File: config.mk
export PLATFORM = sky130hd
export DESIGN_NAME = pixel_pair_formatter
export DESIGN_NICKNAME = d
export VERILOG_FILES = /design/src/rtl/fmt_pkg.sv /design/src/rtl/fmt_ctrl.sv /design/src/rtl/fmt_datapath.sv /design/src/rtl/pixel_pair_formatter.sv
export SDC_FILE = /design/constraint.sdc
export NUM_CORES = 1
export LEC_CHECK = 0
export CELL_PAD_IN_SITES_DETAIL_PLACEMENT = 0
export CELL_PAD_IN_SITES_GLOBAL_PLACEMENT = 1
export CORE_MARGIN = 5
export CORE_UTILIZATION = 35
export DETAILED_ROUTE_END_ITERATION = 8
export PLACE_DENSITY_LB_ADDON = 0.1
export RECOVER_POWER = 25
export SYNTH_ARGS = -nofsm -noshare
export SYNTH_HDL_FRONTEND = slang
export SYNTH_SLANG_ARGS = --single-unit
File: constraint.sdc
create_clock -name clk -period 1.8 [get_ports clk]
set_input_delay 0.45 -clock clk [delete_from_list [all_inputs] [get_ports clk]]
set_output_delay 0.45 -clock clk [all_outputs]
set_load 0.01 [all_outputs]
File: src/rtl/fmt_pkg.sv
package fmt_pkg;
  typedef struct packed {
    logic loadEven;    // dual mode: capture even-slot pixel and side band
    logic emitPair;    // dual mode: publish held even with current odd
    logic emitSingle;  // single mode: publish current pixel
  } fmtStrobe_t;
endpackage

File: src/rtl/fmt_ctrl.sv
module fmt_ctrl
  import fmt_pkg::*;
(
  input  logic       clk,
  input  logic       rstN,
  input  logic       deIn,
  input  logic       dualMode,
  output fmtStrobe_t strobe
);
  logic dePrev;
  logic phaseR;
  logic deRise;
  logic curPhase;

  assign deRise   = deIn & ~dePrev;
  assign curPhase = deRise ? 1'b0 : phaseR;   // line start forces even slot

  always_ff @(posedge clk) begin
    if (!rstN) begin
      dePrev <= 1'b0;
      phaseR <= 1'b0;
    end else begin
      dePrev <= deIn;
      phaseR <= dualMode ? ~curPhase : 1'b0;
    end
  end

  always_comb begin
    strobe.emitSingle = ~dualMode;
    strobe.loadEven   = dualMode & ~curPhase;
    strobe.emitPair   = dualMode & curPhase;
  end

  // an active even slot is always followed by its odd slot
  p_pair_follows_load_r2: assert property (@(posedge clk) disable iff (!rstN)
    (strobe.loadEven && deIn) |=> (!dualMode || strobe.emitPair));

  // the first active pixel of a line is taken in the even slot
  p_line_starts_even_r3: assert property (@(posedge clk) disable iff (!rstN)
    (dualMode && deIn && !$past(deIn)) |-> strobe.loadEven);
endmodule

File: src/rtl/fmt_datapath.sv
module fmt_datapath
  import fmt_pkg::*;
#(
  parameter int CH_BITS  = 8,
  parameter int CTL_BITS = 3,
  localparam int PIX_BITS = 3 * CH_BITS
) (
  input  logic                clk,
  input  logic                rstN,
  input  fmtStrobe_t          strobe,
  input  logic [PIX_BITS-1:0] pixIn,
  input  logic                deIn,
  input  logic                hsIn,
  input  logic                vsIn,
  input  logic [CTL_BITS-1:0] ctlIn,
  input  logic                dualMode,
  input  logic                gateClk,
  input  logic                launchFall,
  input  logic                stagN,
  input  logic                drvOnN,
  output logic [PIX_BITS-1:0] evenQ,
  output logic [PIX_BITS-1:0] oddQ,
  output logic [PIX_BITS-1:0] lateQ,
  output logic                deQ,
  output logic                hsQ,
  output logic                vsQ,
  output logic [CTL_BITS-1:0] ctlQ,
  output logic                tickQ,
  output logic                clkQ,
  output logic                drvEnQ
);
  // even-slot hold stage
  logic [PIX_BITS-1:0] holdPix;
  logic                holdDe, holdHs, holdVs;
  logic [CTL_BITS-1:0] holdCtl;
  // output stage
  logic [PIX_BITS-1:0] evenR, oddR, evenDly;
  logic                deR, hsR, vsR, tickR, clkR;
  logic [CTL_BITS-1:0] ctlR;

  always_ff @(posedge clk) begin
    if (!rstN) begin
      holdPix <= '0;
      holdDe  <= 1'b0;
      holdHs  <= 1'b0;
      holdVs  <= 1'b0;
      holdCtl <= '0;
      evenR   <= '0;
      oddR    <= '0;
      evenDly <= '0;
      deR     <= 1'b0;
      hsR     <= 1'b0;
      vsR     <= 1'b0;
      ctlR    <= '0;
      tickR   <= 1'b0;
      clkR    <= 1'b0;
    end else begin
      if (strobe.loadEven) begin
        holdPix <= pixIn;
        holdDe  <= deIn;
        holdHs  <= hsIn;
        holdVs  <= vsIn;
        holdCtl <= ctlIn;
      end
      if (strobe.emitSingle) begin
        evenR <= deIn ? pixIn : '0;
        oddR  <= '0;
        deR   <= deIn;
        hsR   <= hsIn;
        vsR   <= vsIn;
        ctlR  <= ctlIn;
        tickR <= gateClk ? deIn : 1'b1;
        clkR  <= 1'b0;
      end else if (strobe.emitPair) begin
        evenR <= holdDe ? holdPix : '0;
        oddR  <= (holdDe && deIn) ? pixIn : '0;
        deR   <= holdDe;
        hsR   <= holdHs;
        vsR   <= holdVs;
        ctlR  <= holdCtl;
        tickR <= gateClk ? holdDe : 1'b1;
        clkR  <= (gateClk && !holdDe) ? 1'b0 : launchFall;
      end else begin
        tickR <= 1'b0;
        clkR  <= (gateClk && !deR) ? 1'b0 : ~launchFall;
      end
      evenDly <= evenR;
    end
  end

  // stagger copy and driver-off masking
  logic                stagOn;
  logic [CTL_BITS-1:0] ctlKeep;

  assign stagOn  = dualMode & ~stagN;
  assign ctlKeep = drvOnN ? '1 : CTL_BITS'(1);

  assign evenQ  = drvOnN ? evenR : '0;
  assign oddQ   = drvOnN ? oddR  : '0;
  assign lateQ  = drvOnN ? (stagOn ? evenDly : evenR) : '0;
  assign deQ    = drvOnN & deR;
  assign hsQ    = drvOnN & hsR;
  assign vsQ    = drvOnN & vsR;
  assign tickQ  = drvOnN & tickR;
  assign clkQ   = drvOnN & clkR;
  assign ctlQ   = ctlR & ctlKeep;
  assign drvEnQ = drvOnN;

  // single mode never places data on the odd bus
  p_single_odd_zero_r1: assert property (@(posedge clk) disable iff (!rstN)
    strobe.emitSingle |=> (oddR == '0));

  // pixel buses are blank whenever the aligned enable is low
  p_blank_buses_zero_r6: assert property (@(posedge clk) disable iff (!rstN)
    !deR |-> (evenR == '0 && oddR == '0));

  // gated clock stays low in blanking
  p_gated_clock_low_r7: assert property (@(posedge clk) disable iff (!rstN)
    (gateClk && !deR) |-> (!tickR && !clkR));

  // in dual mode output words are at least two cycles apart
  p_tick_spacing_r2: assert property (@(posedge clk) disable iff (!rstN)
    (dualMode && tickR) |=> (!tickR || !dualMode));
endmodule

File: src/rtl/pixel_pair_formatter.sv
module pixel_pair_formatter
  import fmt_pkg::*;
#(
  parameter int CH_BITS  = 8,
  parameter int CTL_BITS = 3,
  localparam int PIX_BITS = 3 * CH_BITS
) (
  input  logic                clk,
  input  logic                rstN,
  input  logic [PIX_BITS-1:0] pixIn,
  input  logic                deIn,
  input  logic                hsIn,
  input  logic                vsIn,
  input  logic [CTL_BITS-1:0] ctlIn,
  input  logic                dualMode,
  input  logic                gateClk,
  input  logic                launchFall,
  input  logic                stagN,
  input  logic                drvOnN,
  output logic [PIX_BITS-1:0] evenBus,
  output logic [PIX_BITS-1:0] oddBus,
  output logic [PIX_BITS-1:0] evenLate,
  output logic                deOut,
  output logic                hsOut,
  output logic                vsOut,
  output logic [CTL_BITS-1:0] ctlOut,
  output logic                clkEn,
  output logic                outClk,
  output logic                drvEn
);
  fmtStrobe_t strobe;

  fmt_ctrl i_ctrl (
    .clk      (clk),
    .rstN     (rstN),
    .deIn     (deIn),
    .dualMode (dualMode),
    .strobe   (strobe)
  );

  fmt_datapath #(
    .CH_BITS  (CH_BITS),
    .CTL_BITS (CTL_BITS)
  ) i_datapath (
    .clk        (clk),
    .rstN       (rstN),
    .strobe     (strobe),
    .pixIn      (pixIn),
    .deIn       (deIn),
    .hsIn       (hsIn),
    .vsIn       (vsIn),
    .ctlIn      (ctlIn),
    .dualMode   (dualMode),
    .gateClk    (gateClk),
    .launchFall (launchFall),
    .stagN      (stagN),
    .drvOnN     (drvOnN),
    .evenQ      (evenBus),
    .oddQ       (oddBus),
    .lateQ      (evenLate),
    .deQ        (deOut),
    .hsQ        (hsOut),
    .vsQ        (vsOut),
    .ctlQ       (ctlOut),
    .tickQ      (clkEn),
    .clkQ       (outClk),
    .drvEnQ     (drvEn)
  );
endmodule

; ---- Yosys cells after proc, flatten, opt, wreduce, memory -nomap -nowiden
; Index checks and enable logic that the tools add are counted.
[word_totals]
inputBits = 37
out_inout_bits = 81
elab_cells = 63
register_bits = 112
[classes]
bitwise_logic = 14
n_reduce_logical = 6
n_eq_ne = 1
muxes = 26
[op_table]
columns = op, n
row1 = 24-bit 2-to-1 mux, 9
row2 = 1-bit 2-to-1 mux, 14
row3 = 1-bit AND, 9
row4 = 3-bit 2-to-1 mux, 3
row5 = 1-bit inverter, 4
row6 = 3-bit AND, 1
row7 = 1-bit logical AND, 3
row8 = 1-bit logical NOT, 2
row9 = "2-bit by 1-bit inequality test with 1-bit output, second input constant", 1
row10 = 2-bit AND reduction, 1

; ---- Longest topological paths before layout
; Gate-level depths: netlist (run 1).
[depth]
ltp_word = 6
depth_mapped = 6
ltp_nobuf = 3

; ---- Hierarchy
; A second synthesis (run 1) with hierarchy kept.
[hier_totals]
hier_cells = 534
hier_area_um2 = 4867.2
[modules_own_cells]
columns = mod, area_per_inst_um2, cells_each, instances, seq_area_each_um2
row1 = fmt_datapath, 4782.1, 525, 1, 2202.1
row2 = fmt_ctrl, 85.1, 9, 1, 40.0

; ---- Worst setup path before layout (run 1)
; No wires, ideal clock.
[synth_path]
kind = input to output
from = input port dualMode
to = output port evenLate[10]
required_ns = 1.350
path_buffers = 3
cell_stages = 6
setup_slack_ns = 0.049
arrival_time_ns = 1.301
cell_sequence = buf_2 nor2b_1 buf_2 buf_2 nand2_1 a21boi_1
[synth_via]
elab_chain_len = 3
[synth_rtl]
columns = element, line
row1 = start: declaration, pixel_pair_formatter.sv:15  ; input logic dualMode,
row2 = 1-bit AND, fmt_datapath.sv:95  ; assign stagOn = dualMode & ~stagN;
row3 = 24-bit 2-to-1 mux (2 in a row), fmt_datapath.sv:100  ; assign lateQ = drvOnN ? (stagOn ? evenDly : evenR) : '0;
row4 = end: declaration, pixel_pair_formatter.sv:22  ; output logic [PIX_BITS-1:0] evenLate,
; No other way between the ends.

; ---- Worst setup path in the final report (run 1)
[layout_path]
from = input port drvOnN
to = output port evenLate[14]
[layout_via]
elab_chain_len = 1
[layout_rtl]
columns = element, line
row1 = start: declaration, pixel_pair_formatter.sv:19  ; input logic drvOnN,
row2 = 24-bit 2-to-1 mux, fmt_datapath.sv:100
; No other way between the ends.

==> results of run 1 <==
-- worst max-delay path: cells and delay by family --
family / cells / cell delay [ns]
buffers and inverters: 3 / 0.67
AO/OA/AOI/OAI: 1 / 0.18
-- layout make-up --
type / count / area (sq um) / area share
clock buffers: 14 / 264 / 0.0367
clock inverters: 2 / 37.5 / 0.00522
inverters: 3 / 11.3 / 0.00157
multi-input cells: 474 / 2890 / 0.403
flip-flops and latches: 112 / 2260 / 0.315
well taps: 211 / 264 / 0.0367
repair buffers: 157 / 1460 / 0.203
-- stage by stage --
stage	util	power (uW)	hold slack (ns)	worst slack, ns
after global placement	0.454	3630	0.443	-0.658
after detailed placement	0.454	3640	0.447	-0.688
after CTS	0.474	5690	0.461	0.00102
after floorplan	-	3230	0.435	0.0494
final	0.471	5640	0.458	0.0481
after global routing	0.471	5870	0.475	-0.0323
-- metal layers --
layer | vias up | share of wire | track usage
met1 | 2256 | 0.50 | 0.254
met5 | - | 0 | 0
met4 | 0 | 0.017 | 0.0616
met2 | 134 | 0.43 | 0.268
li1 | 2459 | - | -
met3 | 18 | 0.054 | 0.0328
-- final timing paths --
path	startpoint	end	slack, ns	cells after the start
max	drvOnN	evenLate[14]	0.05	4
min	i_datapath.holdPix[13]	i_datapath.holdPix[13]	0.46	2
max reg2reg	i_ctrl.phaseR	i_datapath.evenR[11]	0.14	4
min reg2reg	i_datapath.holdPix[13]	i_datapath.holdPix[13]	0.46	2
-- state kept, by name (all words and copies together) (netlist names), 3 cells and up --
signal              count
i_datapath.evenDly     24
i_datapath.evenR       24
i_datapath.holdPix     24
i_datapath.holdCtl      3
i_datapath.oddR        24
i_datapath.ctlR         3
-- cells in the final DEF (no fill, tap or decap), types with 22 or more instances in the layout --
master / n
mux2i_1: 31
dlygate4sd2_1: 55
dfxtp_1: 96
a311oi_1: 22
nand2_1: 105
and2_1: 66
clkdlybuf4s50_1: 34
nand2b_1: 25
nand4_1: 24
a21oi_1: 50
o21ai_1: 30
nand3_1: 31
nand3b_1: 24
-- cell families (layout without fill, tap and decap cells) --
group / count (synthesis) / after routing / share of synthesized area
simple gates: 300 / 300 / 0.291
compound gates: 143 / 143 / 0.175
flops: 112 / 112 / 0.409
buf+inv: 75 / 176 / 0.0685
mux: 31 / 31 / 0.0566
-- power groups by stage --
stage	combinational (uW)	clock [uW]	sequential [uW]
floorplan	530	0	2700
global placement	896	0	2740
detailed placement	906	0	2740
CTS	899	2110	2690
global route	963	2200	2700
finish	883	2070	2690
-- timing repair --
action	CTS	global route
buffers inserted	4	0
endpoints found under the setup margin	80	35
gates cloned	2	0
pin swaps	1	7
gates resized for setup	156	31
==> qor.csv, run 1 <==
metric,value,unit
Final Non-Filler Cells,973,
top cell type's share of synthesized area,0.409,
combinational power share,0.157,
vias in the first global route,4728,
clk sink count,112,
Yosys warning total,0,
NetSw,1480,uW
io pins,118,
Num CTS Buffers,9,
H-tree Lvls,3,
Max Cap Viol,0,
Detailed Routing Iterations Pass 1,4,
largest net degree at the start of global routing,89,
P_leak,0.00295,uW
Initial Util,0.359,
# DRC,0,
worst clock skew,0.00712,ns
n_diodes,0,
Tot GR Track Use,0.178,
crit path cell chain,"buf_4, bufbuf_16, a21boi_1, clkdlybuf4s15_2",
layout cells sized above 1,0.150,
crit end category,primary output,
"EDFF count, synth",0,
slew margin rel.,0.451,
1st-iter DRT viols,270,
later-pin clock latency in the skew report,0.36,ns
final layout net count,794,
"top cells by count, synth","dfxtp_1 (112), nand2_1 (109), and2_1 (80)",
Sw Share,0.262,
Vias,4867,
Post-synth ARST share,0,
hold buffer count at cts,0,
die height,135,microns
clock slew at reported path FFs,0.07,ns
register area share after synthesis,0.409,
Die Footprint,18300,sq um
post-route cell area,7190,sq um
gpl congestion,0.753,
Yosys reg bits,112,
first-pass GRT wire length,26.0,mm
synth top area cells,"dfxtp_1 (41%), and2_1 (9.1%), nand2_1 (7.5%), mux2i_1 (5.7%), a21oi_1 (4.6%)",
CTS tree,yes,
DR vias/cell,5.00,
wire per inst,16.8,microns
fin crit period,1.75,ns
Yosys top cell by area,dfxtp_1,
Max Root-Sink Buffers,2,
Yosys cell types,30,
Synth Cell Area,5480,sq um
net count after synthesis,698,
internal power,4160,uW
CTS Root Cell,clkbuf_16,
RSZ-0062 raised after global routing,true,
Die X-Extent,135,microns
status,"complete, no violations",
grt total ovfl,0,
setup violators final,0,
CP Launch Type,input pin,
fill cell count,1540,
dpl cell area,6930,sq um
input/output buffers,117,
area grow syn2layout,31.2,%
worst-path maximum fanout,24,
Mapped Avg Cell Area,8.29,sq um
initial antenna violation count,0,
cell row count,45,
Clk pwr share,0.367,
worst hold path type,reg -> reg,
PD cells,785,nW/um^2
Synth Instances,661,
total wire length,16.3,mm
Critical Path AT,1.30,ns
CORE AREA,15300,sq um
most frequent cell after synthesis,dfxtp_1,
fmax,0.571,GHz
Routed Antenna Nets,0,
Slew @ Worst Pin,0.824,ns
crit-path max cell delay,0.29,ns
WP data required,1.35,ns
Fin. Hold Viols,0,
Most used DFF post-synth,dfxtp_1,
fin. max-slew vios,0,
Peak VDD IR,0.392,mV
Sequential Power Share,0.476,
half-perimeter wire length after placement,11.0,mm
"Slowest-stage cell, CP",bufbuf_16,
critical path class,in -> out,
Final period util,0.973,
Final TNS setup,0,ns
# placed instances,951,
Note: power is estimated with default switching activity, not from simulation.
==> run 2, diff against run 1 <==
--- a/config.mk
+++ b/config.mk
@@ -8,7 +8,7 @@
 export CELL_PAD_IN_SITES_DETAIL_PLACEMENT = 0
 export CELL_PAD_IN_SITES_GLOBAL_PLACEMENT = 1
 export CORE_MARGIN = 5
-export CORE_UTILIZATION = 35
+export CORE_UTILIZATION = 34
 export DETAILED_ROUTE_END_ITERATION = 8
 export PLACE_DENSITY_LB_ADDON = 0.1
 export RECOVER_POWER = 25
==> constraint.sdc (replaced) <==
create_clock -name clk -period 1.5 [get_ports clk]
set_input_delay 0.375 -clock clk [delete_from_list [all_inputs] [get_ports clk]]
set_output_delay 0.375 -clock clk [all_outputs]
set_load 0.01 [all_outputs]
==> run 2 against run 1 <==
  * The run now ends with setup timing left
  * Flip-flop and latch count unchanged
  * Global-route usage increased by 0.63 points
  * Register-to-register slack improved by 0.07 ns
  * Setup slack got worse by 0.13 ns
  * Clock power increased by 31%
  * Clock skew decreased by 0.0016 ns
  * First-iteration DRC count decreased by 29%
  * Combinational power increased by 33%
  * Hold slack improved by 0.00060 ns
  * Cell count increased by 2.0%
  * Critical path depth increased by 3
==> qor.csv, run 2 (synthesis results as in run 1) <==
metric,value,unit,change
worst setup margin,-0.0868,ns,was 0.0481 ns
setup violators final,31,,was 0
status,"finished, violations left",,"was complete, no violations"
crit end category,primary output,,unchanged
area of the multi-input gates,3100,sq um,was 2890 sq um
half-perimeter wire length after placement,11.2,mm,was 11.0 mm
hold_sp,i_datapath.holdPix[0],,was i_datapath.holdPix[13]
Die X-Extent,137,microns,was 135 microns
WP data required,1.12,ns,was 1.35 ns
reg-to-reg startpoint,i_ctrl.dePrev,,was i_ctrl.phaseR
clock slew at reported path FFs,0.07,ns,about the same
H-tree Lvls,3,,unchanged
fmax,0.630,GHz,
Die Footprint,18700,sq um,was 18300 sq um
Routed Antenna Nets,0,,unchanged
Tot GR Track Use,0.184,,was 0.178
die height,137,microns,was 135 microns
total wire length,17.2,mm,was 16.3 mm
DR vias/cell,4.95,,was 5.00
top cell family by delay on the critical path,buffers and inverters,,unchanged
wire per inst,17.3,microns,was 16.8 microns
Max Cap Viol,0,,unchanged
fill cell count,1534,,was 1540
Hold Path Depth,2,,unchanged
NetSw,1840,uW,was 1480 uW
Hold EP,i_datapath.holdPix[0],,was i_datapath.holdPix[13]
pre-CTS setup slack,-0.831,ns,was -0.688 ns
initial antenna violation count,0,,unchanged
Fin. Hold Viols,0,,unchanged
P_leak,0.00302,uW,was 0.00295 uW
top routing layer in use,met4,,unchanged
met2 wire len,7.60,mm,was 7.03 mm
reg2reg setup slack,0.21,ns,was 0.14 ns
1st-iter DRT viols,193,,was 270
Sw Share,0.258,,was 0.262
Final period util,1.06,,
Initial Util,0.346,,was 0.359
grt total ovfl,0,,unchanged
crit-path max cell delay,0.20,ns,was 0.29 ns
slew margin rel.,0.504,,was 0.451
Detailed Routing Iterations Pass 1,4,,unchanged
cell row count,46,,was 45
Num CTS Buffers,9,,unchanged
worst-path maximum fanout,7,,was 24
Vias,4911,,was 4867
total power,7110,uW,was 5640 uW
met3 WL post-DR,771,microns,was 890 microns
"commonest non-fill, non-tap cells in the layout","dfxtp_1 (86), nand2_1 (69), and2_1 (67)",,"was nand2_1 (105), dfxtp_1 (96), and2_1 (66)"
fin crit period,1.59,ns,
most used cell along the critical path,buf_6,,
worst hold path type,reg -> reg,,unchanged
gpl congestion,0.744,,was 0.753
Critical Path AT,1.21,ns,was 1.30 ns
internal power,5280,uW,was 4160 uW
combinational power share,0.165,,was 0.157
Max Root-Sink Buffers,2,,unchanged
"most common cell after layout, fill and taps aside",dfxtp_1,,was nand2_1
Sequential Power Share,0.454,,was 0.476
Slew @ Worst Pin,0.743,ns,was 0.824 ns
first-pass GRT wire length,27.1,mm,was 26.0 mm
WP buf/inv,4,,was 3
fin. max-slew vios,0,,unchanged
Clk pwr share,0.381,,was 0.367
CORE AREA,15800,sq um,was 15300 sq um
clk sink count,112,,unchanged
hold buffer count at cts,0,,unchanged
R2R cell count,4,,unchanged
PD cells,930,nW/um^2,was 785 nW/um^2
final layout net count,807,,was 794
largest net degree at the start of global routing,66,,was 89
"Slowest-stage cell, CP",nor2b_4,,was bufbuf_16
RR Endpoint,i_datapath.holdPix[4],,was i_datapath.evenR[11]
layout cells sized above 1,0.289,,was 0.150
CTS tree,yes,,unchanged
crit path cell chain,"buf_8, nor2b_4, buf_6, buf_6, nand2_4, a21boi_2, buf_2",,"was buf_4, bufbuf_16, a21boi_1, clkdlybuf4s15_2"
CTS Root Cell,clkbuf_16,,unchanged
worst clock skew,0.00554,ns,was 0.00712 ns
critical path class,in -> out,,unchanged
input/output buffers,117,,unchanged
Peak VDD IR,0.534,mV,was 0.392 mV
failing checks,setup timing,,
CP Launch Type,input pin,,unchanged
register area,2300,sq um,was 2260 sq um
RSZ-0062 raised after global routing,true,,unchanged
area grow syn2layout,39.6,%,was 31.2%
vias in the first global route,4950,,was 4728
io pins,118,,unchanged
Post-Route M1 WL,8.47,mm,was 8.15 mm
later-pin clock latency in the skew report,0.35,ns,was 0.36 ns
# DRC,0,,unchanged
## run 2: cell count changes in the layout (fill, tap and decap cells not counted), sizes merged
cell,previous run,this run
dlygate4sd2,55,13
buf,50,83
clkdlybuf4s15,4,28
clkbuf,27,25
clkdlybuf4s50,34,32
bufinv,1,2
clkinv,0,1
clkinvlp,1,0
diode,0,1
inv,3,4
## run 2: stage by stage
step	instance area [sq um]	utilization	setup TNS (ns)	hold slack, ns	instances
final	7650	0.483	-1.34	0.459	992
after global routing	7640	0.483	-4.67	0.475	991
after CTS	7590	0.480	-1.12	0.398	989
after detailed placement	7070	0.446	-69.85	0.450	964
after global placement	7070	0.446	-66.12	0.443	964
after floorplan	5570	-	0	0.435	661
## run 2: how the worst max path moves through the flow
stage                  start      endpoint  slack [ns]  cells past startpoint
finish              dualMode  evenLate[10]       -0.09                      7
global route        dualMode  evenLate[10]       -0.11                      7
CTS                 dualMode   evenLate[1]       -0.08                      6
detailed placement     stagN   evenLate[9]       -0.83                      6
global placement       stagN  evenLate[14]       -0.79                      6
floorplan           dualMode  evenLate[10]        0.02                      6
## run 2: what timing repair did
item                       in CTS  in global routing
pin swaps                      33                 26
gates cloned                    7                  0
setup endpoints to repair     133                107
buffers inserted                2                  4
gates resized for setup       296                 65
## run 2: layout make-up
class                           instances  share of cell area
Antenna cell                            1            0.000327
Clock buffer                           12              0.0348
Clock inverter                          4             0.00965
Inverter                                3             0.00147
Multi-Input combinational cell        474               0.406
Sequential cell                       112               0.301
Tap cell                              216              0.0353
Timing Repair Buffer                  170               0.211
## run 2: tightest hold or removal path, delay by kind of cell, from the launching register on
kind | cells | cell delay [ns]
DFF | 1 | 0.31
muxes | 1 | 0.05
and+or+nand+nor | 1 | 0.05
## run 2: power groups by stage
| stage | sequential, uW | combinational [uW] | clock [uW] |
|---|---|---|---|
| detailed placement | 3280 | 1130 | 0 |
| floorplan | 3240 | 658 | 0 |
| finish | 3230 | 1170 | 2710 |
| global route | 3250 | 1280 | 2920 |
| CTS | 3230 | 1180 | 2780 |
| global placement | 3280 | 1110 | 0 |
## run 2: layer usage
metal	up-vias	global-route usage
met5	-	0
met4	0	0.0660
met3	17	0.0279
met2	113	0.281
met1	2292	0.263
li1	2489	-
